--- src/rtl/pgw_pkg.sv ---
package pgw_pkg;
   typedef enum logic [2:0] {
      ST_IDLE, ST_RD_DIR, ST_WT_DIR, ST_RD_TBL, ST_WT_TBL, ST_FIN
   } pgw_state_t;

   typedef enum logic [1:0] {
      FC_NONE   = 2'b00,
      FC_ABSENT = 2'b01,
      FC_WPROT  = 2'b10,
      FC_PRIV   = 2'b11
   } pgw_cause_t;

   localparam int unsigned BIT_PRESENT = 0;
   localparam int unsigned BIT_WRITE   = 1;
   localparam int unsigned BIT_USER    = 2;
endpackage

--- src/rtl/pgw_addr.sv ---
module pgw_addr #(
   parameter int unsigned LA_W  = 32,
   parameter int unsigned PA_W  = 32,
   parameter int unsigned IDX_W = 10,
   parameter int unsigned OFF_W = 12
) (
   input  logic [LA_W-1:0]       lin,
   input  logic [PA_W-OFF_W-1:0] dir_frame,
   input  logic [PA_W-OFF_W-1:0] tbl_frame,
   output logic [PA_W-1:0]       dir_addr,
   output logic [PA_W-1:0]       tbl_addr,
   output logic [OFF_W-1:0]      offset
);
   localparam int unsigned TBL_LO = OFF_W;
   localparam int unsigned DIR_LO = OFF_W + IDX_W;
   localparam int unsigned PAD_W  = PA_W - (PA_W - OFF_W) - IDX_W;

   logic [IDX_W-1:0] dir_idx;
   logic [IDX_W-1:0] tbl_idx;

   assign dir_idx  = lin[DIR_LO +: IDX_W];
   assign tbl_idx  = lin[TBL_LO +: IDX_W];
   assign offset   = lin[OFF_W-1:0];
   assign dir_addr = {dir_frame, dir_idx, {PAD_W{1'b0}}};
   assign tbl_addr = {tbl_frame, tbl_idx, {PAD_W{1'b0}}};
endmodule

--- src/rtl/pgw_check.sv ---
module pgw_check
   import pgw_pkg::*;
#(
   parameter int unsigned ENT_W = 32
) (
   input  logic [ENT_W-1:0] entry,
   input  logic             up_write,
   input  logic             up_user,
   input  logic             acc_write,
   input  logic             acc_user,
   output pgw_cause_t       cause
);
   logic eff_write;
   logic eff_user;

   assign eff_write = entry[BIT_WRITE] & up_write;
   assign eff_user  = entry[BIT_USER]  & up_user;

   always_comb begin
      if (!entry[BIT_PRESENT])                   cause = FC_ABSENT;
      else if (acc_user && !eff_user)            cause = FC_PRIV;
      else if (acc_user && acc_write && !eff_write) cause = FC_WPROT;
      else                                       cause = FC_NONE;
   end
endmodule

--- src/rtl/pgw_fsm.sv ---
module pgw_fsm
   import pgw_pkg::*;
(
   input  logic       clk,
   input  logic       rst_n,
   input  logic       req_valid,
   input  logic       mem_req_ready,
   input  logic       mem_rsp_valid,
   input  logic       stop_walk,
   output pgw_state_t state
);
   pgw_state_t nxt;

   always_comb begin
      nxt = state;
      unique case (state)
         ST_IDLE:   if (req_valid)     nxt = ST_RD_DIR;
         ST_RD_DIR: if (mem_req_ready) nxt = ST_WT_DIR;
         ST_WT_DIR: if (mem_rsp_valid) nxt = stop_walk ? ST_FIN : ST_RD_TBL;
         ST_RD_TBL: if (mem_req_ready) nxt = ST_WT_TBL;
         ST_WT_TBL: if (mem_rsp_valid) nxt = ST_FIN;
         ST_FIN:                       nxt = ST_IDLE;
         default:                      nxt = ST_IDLE;
      endcase
   end

   always_ff @(posedge clk or negedge rst_n) begin
      if (!rst_n) state <= ST_IDLE;
      else        state <= nxt;
   end
endmodule

--- src/rtl/pgw_walker.sv ---
module pgw_walker
   import pgw_pkg::*;
#(
   parameter int unsigned LA_W  = 32,
   parameter int unsigned PA_W  = 32,
   parameter int unsigned IDX_W = 10,
   parameter int unsigned OFF_W = 12
) (
   input  logic            clk,
   input  logic            rst_n,
   input  logic            req_valid,
   output logic            req_ready,
   input  logic [LA_W-1:0] req_lin,
   input  logic            req_write,
   input  logic            req_user,
   input  logic [PA_W-1:0] dir_base,
   output logic            mem_req_valid,
   input  logic            mem_req_ready,
   output logic [PA_W-1:0] mem_req_addr,
   input  logic            mem_rsp_valid,
   input  logic [PA_W-1:0] mem_rsp_data,
   output logic            done,
   output logic            fault,
   output logic [1:0]      fault_cause,
   output logic            fault_level,
   output logic [PA_W-1:0] phys_addr
);
   localparam int unsigned FRM_W = PA_W - OFF_W;

   if (LA_W != 2 * IDX_W + OFF_W) begin : g_bad_split
      $error("pgw_walker: LA_W must equal 2*IDX_W+OFF_W");
   end
   if (OFF_W != IDX_W + 2) begin : g_bad_entry
      $error("pgw_walker: a table page must hold 2**IDX_W words");
   end
   if (OFF_W < 3) begin : g_bad_attr
      $error("pgw_walker: OFF_W too small for attribute bits");
   end

   pgw_state_t        state;
   logic [LA_W-1:0]   lin_q;
   logic              wr_q, usr_q;
   logic [FRM_W-1:0]  base_q;
   logic [FRM_W-1:0]  pde_frm_q;
   logic              pde_wr_q, pde_usr_q;
   logic [PA_W-1:0]   dir_addr, tbl_addr;
   logic [OFF_W-1:0]  offset;
   logic              at_tbl, rsp_dir, rsp_tbl, accept;
   pgw_cause_t        cause;

   assign at_tbl  = (state == ST_WT_TBL);
   assign rsp_dir = (state == ST_WT_DIR) && mem_rsp_valid;
   assign rsp_tbl = at_tbl && mem_rsp_valid;
   assign accept  = req_valid && req_ready;

   pgw_fsm u_fsm (
      .clk           (clk),
      .rst_n         (rst_n),
      .req_valid     (req_valid),
      .mem_req_ready (mem_req_ready),
      .mem_rsp_valid (mem_rsp_valid),
      .stop_walk     (cause != FC_NONE),
      .state         (state)
   );

   pgw_addr #(.LA_W(LA_W), .PA_W(PA_W), .IDX_W(IDX_W), .OFF_W(OFF_W)) u_addr (
      .lin       (lin_q),
      .dir_frame (base_q),
      .tbl_frame (pde_frm_q),
      .dir_addr  (dir_addr),
      .tbl_addr  (tbl_addr),
      .offset    (offset)
   );

   pgw_check #(.ENT_W(PA_W)) u_check (
      .entry     (mem_rsp_data),
      .up_write  (at_tbl ? pde_wr_q  : 1'b1),
      .up_user   (at_tbl ? pde_usr_q : 1'b1),
      .acc_write (wr_q),
      .acc_user  (usr_q),
      .cause     (cause)
   );

   assign req_ready     = (state == ST_IDLE);
   assign mem_req_valid = (state == ST_RD_DIR) || (state == ST_RD_TBL);
   assign mem_req_addr  = (state == ST_RD_TBL) ? tbl_addr : dir_addr;
   assign done          = (state == ST_FIN);

   always_ff @(posedge clk or negedge rst_n) begin
      if (!rst_n) begin
         lin_q     <= '0;
         wr_q      <= 1'b0;
         usr_q     <= 1'b0;
         base_q    <= '0;
         pde_frm_q <= '0;
         pde_wr_q  <= 1'b0;
         pde_usr_q <= 1'b0;
      end else if (accept) begin
         lin_q  <= req_lin;
         wr_q   <= req_write;
         usr_q  <= req_user;
         base_q <= dir_base[PA_W-1:OFF_W];
      end else if (rsp_dir) begin
         pde_frm_q <= mem_rsp_data[PA_W-1:OFF_W];
         pde_wr_q  <= mem_rsp_data[BIT_WRITE];
         pde_usr_q <= mem_rsp_data[BIT_USER];
      end
   end

   always_ff @(posedge clk or negedge rst_n) begin
      if (!rst_n) begin
         fault       <= 1'b0;
         fault_cause <= FC_NONE;
         fault_level <= 1'b0;
         phys_addr   <= '0;
      end else if (accept) begin
         fault       <= 1'b0;
         fault_cause <= FC_NONE;
         fault_level <= 1'b0;
      end else if ((rsp_dir || rsp_tbl) && cause != FC_NONE) begin
         fault       <= 1'b1;
         fault_cause <= cause;
         fault_level <= at_tbl;
      end else if (rsp_tbl) begin
         phys_addr <= {mem_rsp_data[PA_W-1:OFF_W], offset};
      end
   end
endmodule

--- config.mk ---
export PLATFORM = sky130hd
export DESIGN_NAME = pgw_walker
export DESIGN_NICKNAME = d
export VERILOG_FILES = /design/src/rtl/pgw_pkg.sv /design/src/rtl/pgw_addr.sv /design/src/rtl/pgw_check.sv /design/src/rtl/pgw_fsm.sv /design/src/rtl/pgw_walker.sv
export SDC_FILE = /design/constraint.sdc
export NUM_CORES = 1
export LEC_CHECK = 0
export ABC_AREA = 1
export BUFFER_PORTS_ARGS = -buffer_cell sky130_fd_sc_hd__buf_2
export CORE_MARGIN = 4
export CORE_UTILIZATION = 50
export CTS_BUF_LIST = sky130_fd_sc_hd__clkbuf_16
export CTS_CLUSTER_SIZE = 20
export DETAILED_ROUTE_END_ITERATION = 8
export PLACE_DENSITY = 0.86
export SYNTH_ARGS = -nofsm -noshare
export SYNTH_HDL_FRONTEND = slang
export SYNTH_SLANG_ARGS = --single-unit
--- constraint.sdc ---
create_clock -name clk -period 2.1 [get_ports clk]
set_input_delay 0 -clock clk [delete_from_list [all_inputs] [get_ports clk]]
set_output_delay 0 -clock clk [all_outputs]
set_load 0.03 [all_outputs]
==> flow_summary.yaml <==
global_route:
  grt-busiest-layer: "met2"
  gr-usage-met2_pct: 49.4
  grt_remaining_overflow: 0
  grt_pass1_wl_um: 24400
  use_met1_pct: 29.4
  antenna_found_initial: 0
  grt_max_degree: 58
  grt_pass1_vias: 5154
  track_usage_pct: 27.0
  met3_usage_pct: 7.22
place:
  place_area_mm2: 0.00597
  place_congestion: 0.803
  portBuffers: 150
  dpl.hpwl_um: 8960
sta:
  fmax_ghz: 0.516
  setup_viol: 0
  drv_slew: 0
  hold_violations: 0
  fin_crit_sh_pct: 92.3
  slew_headroom_pct: 34.3
  holdWs_ns: 0.0913
  min_period_ns: 1.94
  rsz0062_at_grt: "false"
  skew_ns: 0.0102
  tns_ns: 0
  worstMarginPinSlew_ns: 0.984
yosys:
  syn_area_mm2: 0.00513
  synth_warnings: 0
  synth_top_area_share_pct: 56.1
  yosys-top-cells-count: "nand2_1 (344), dfrtp_1 (115), nand3_2 (30)"
  synth_flop_cell: "dfrtp_1"
  synth_cells: 590
  ys_ff_latch: 115
  ys_types: 19
  synth_edf_count: 0
  yosysTopAreaCell: "dfrtp_1"
  synthArstFlopShare_pct: 100
  synthMostInstantiatedCell: "nand2_1"
  synth_area_leaders: "dfrtp_1 (56%), nand2_1 (25%), nand3_2 (5.9%)"
  avgSynthCellArea_um2: 8.69
  yosysSeqAreaShare_pct: 56.1
clock_network:
  clock-sinks: 115
  clk_latency_ns: 0.41
  cts_buffers: 17
  clockBufferDepth: 2
  root_buffer: "clkbuf_16"
  clk_pin_slew_worst_paths_ns: 0.05
  h-tree-depth: 4
  cts_tree: "done"
power_and_ir_drop:
  leakage_nw: 4.09
  internal-power_mw: 6.53
  totalPowerFinal_mw: 11.4
  p_comb_share_pct: 41.6
  p_sw_mw: 4.83
  peakVddDrop_mv: 1.02
  switching_share_pct: 42.5
  p_per_area_mw_per_mm2: 1550
  seqPwrFrac_pct: 33.7
  clkPwrFrac_pct: 24.7
setup_path:
  worstPathRequired_ns: 2.10
  rr_startpoint: "u_fsm.state[2]$_DFFE_PN0P_"
  reg2regPathDepth: 6
  cp.arrival_ns: 1.94
  endpoint: "mem_req_addr[26]"
  path_class: "reg -> out"
  crit_path_end_kind: "output port"
  r2r-end: "lin_q[26]$_DFFE_PN0P_"
  cp-startpoint: "u_fsm.state[0]$_DFFE_PN0P_"
  critPathMaxFanout: 30
  reg2reg_slack_ns: 0.30
  crit_path_start_kind: "flop"
drt:
  vias: 4867
  wirelength_um: 15500
  drc_errors: 0
  drt_iter0_drc: 345
  drtAntennaViolNets: 0
  viasPerCell: 5.05
  drt-pass1-iter-count: 5
  wl_per_cell_um: 16.1
floorplan:
  dieArea_mm2: 0.0119
  initial_core_util_pct: 52.0
  ios: 174
  die_x_um: 109
  die_h_um: 109
  coreArea_mm2: 0.00986
  row_count: 36
outcome:
  outcome: "finished, final reports clean"
layout:
  drive_gt1_share_pct: 30.7
  fin_area_mm2: 0.00735
  diodes: 0
  nets: 922
  area_growth_pct: 43.3
hold_path:
  hold_class: "in -> async"
flow_run:
  drv_cap: 0
## worst min path at each step
stage | startpoint | slack [ns] | to
global route | req_valid | 0.13 | u_fsm.state[1]$_DFFE_PN0P_
floorplan | rst_n | -0.30 | base_q[0]$_DFFE_PN0P_
finish | rst_n | 0.09 | lin_q[7]$_DFFE_PN0P_
global placement | rst_n | -0.03 | lin_q[7]$_DFFE_PN0P_
CTS | rst_n | 0.1 | phys_addr[6]$_DFFE_PN0P_
detailed placement | rst_n | -0.02 | lin_q[8]$_DFFE_PN0P_
## per-stage QoR
step / util (%) / worst slack (ns) / std cells
after global placement: 60.6 / 0.402 / 853
after CTS: 74.5 / 0.0570 / 964
after detailed placement: 60.6 / 0.355 / 853
final: 74.5 / 0.162 / 964
after floorplan: - / 0.448 / 591
after global routing: 74.5 / 0.0498 / 964
## power groups by stage
stage | sequential, mW | clock [mW] | combinational [mW]
2_1_floorplan | 4.24 | 0 | 2.75
3_3_place_gp | 3.75 | 0 | 4.38
3_5_place_dp | 3.83 | 0 | 4.52
4_1_cts | 3.81 | 2.82 | 4.66
5_1_grt | 3.93 | 2.96 | 5.14
6_report | 3.83 | 2.81 | 4.73
## cells in the final DEF (no fill, tap or decap)
cell             n
nor2_1           7
nor2_4           1
nor2_2           1
nand3_2         30
clkinvlp_4       3
mux2_2          20
a21oi_4          1
buf_2          149
inv_4            1
inv_1           14
nand2_2          6
buf_12           2
bufinv_16        3
clkinv_2         5
buf_4           10
nand2_1        344
dlygate4sd3_1   80
nand4_1          2
a21oi_1          2
dfrtp_1        115
inv_2            5
clkbuf_16       17
nand2_4          1
conb_1           2
nand3_1         10
## cell families (layout without fill, tap and decap cells)
| group | Yosys count | after routing | synth area share [%] |
|---|---|---|---|
| DFF | 115 | 115 | 56.1 |
| and+or+nand+nor | 402 | 402 | 33.9 |
| AOI/OAI and AO/OA | 3 | 3 | 0.512 |
| muxes | 20 | 20 | 4.39 |
| buffers and inverters | 49 | 289 | 5.02 |
| other | 1 | 2 | 0.0731 |
## per-layer routing
layer	share of wire [%]	wire, um
met1	37	5790
met2	53	8220
met3	6.7	1050
met4	2.9	452
met5	0	0
## what timing repair did
item,4_1_cts,5_1_grt
endpoints found under the hold margin,183,0
setup buffers,0,0
gates resized for setup,0,2
setup endpoints to repair,0,30
hold buffers,80,0
## area by class of cell
class | instances | area, um^2
Clock buffer | 17 | 425
Clock inverter | 14 | 149
Fill cell | 656 | 2510
Inverter | 17 | 66.3
Multi-Input combinational cell | 427 | 2010
Sequential cell | 115 | 2880
Tap cell | 133 | 166
Timing Repair Buffer | 241 | 1660
## worst max-delay path, stage by stage (launching register included)
cell,delay [ns]
dfrtp_1,0.40
inv_1,0.11
nor2_1,0.07
nand2_1,0.14
buf_4,0.38
nand2_1,0.12
nand2_1,0.11
buf_2,0.21
## registers in the layout, summed over array words and instances, names as in the netlist, 2 cells and up
signal,cells
u_fsm.state,3
fault_cause,2
lin_q,32
pde_frm_q,20
base_q,20
phys_addr,32
Note: power is estimated with default switching activity, not from simulation.
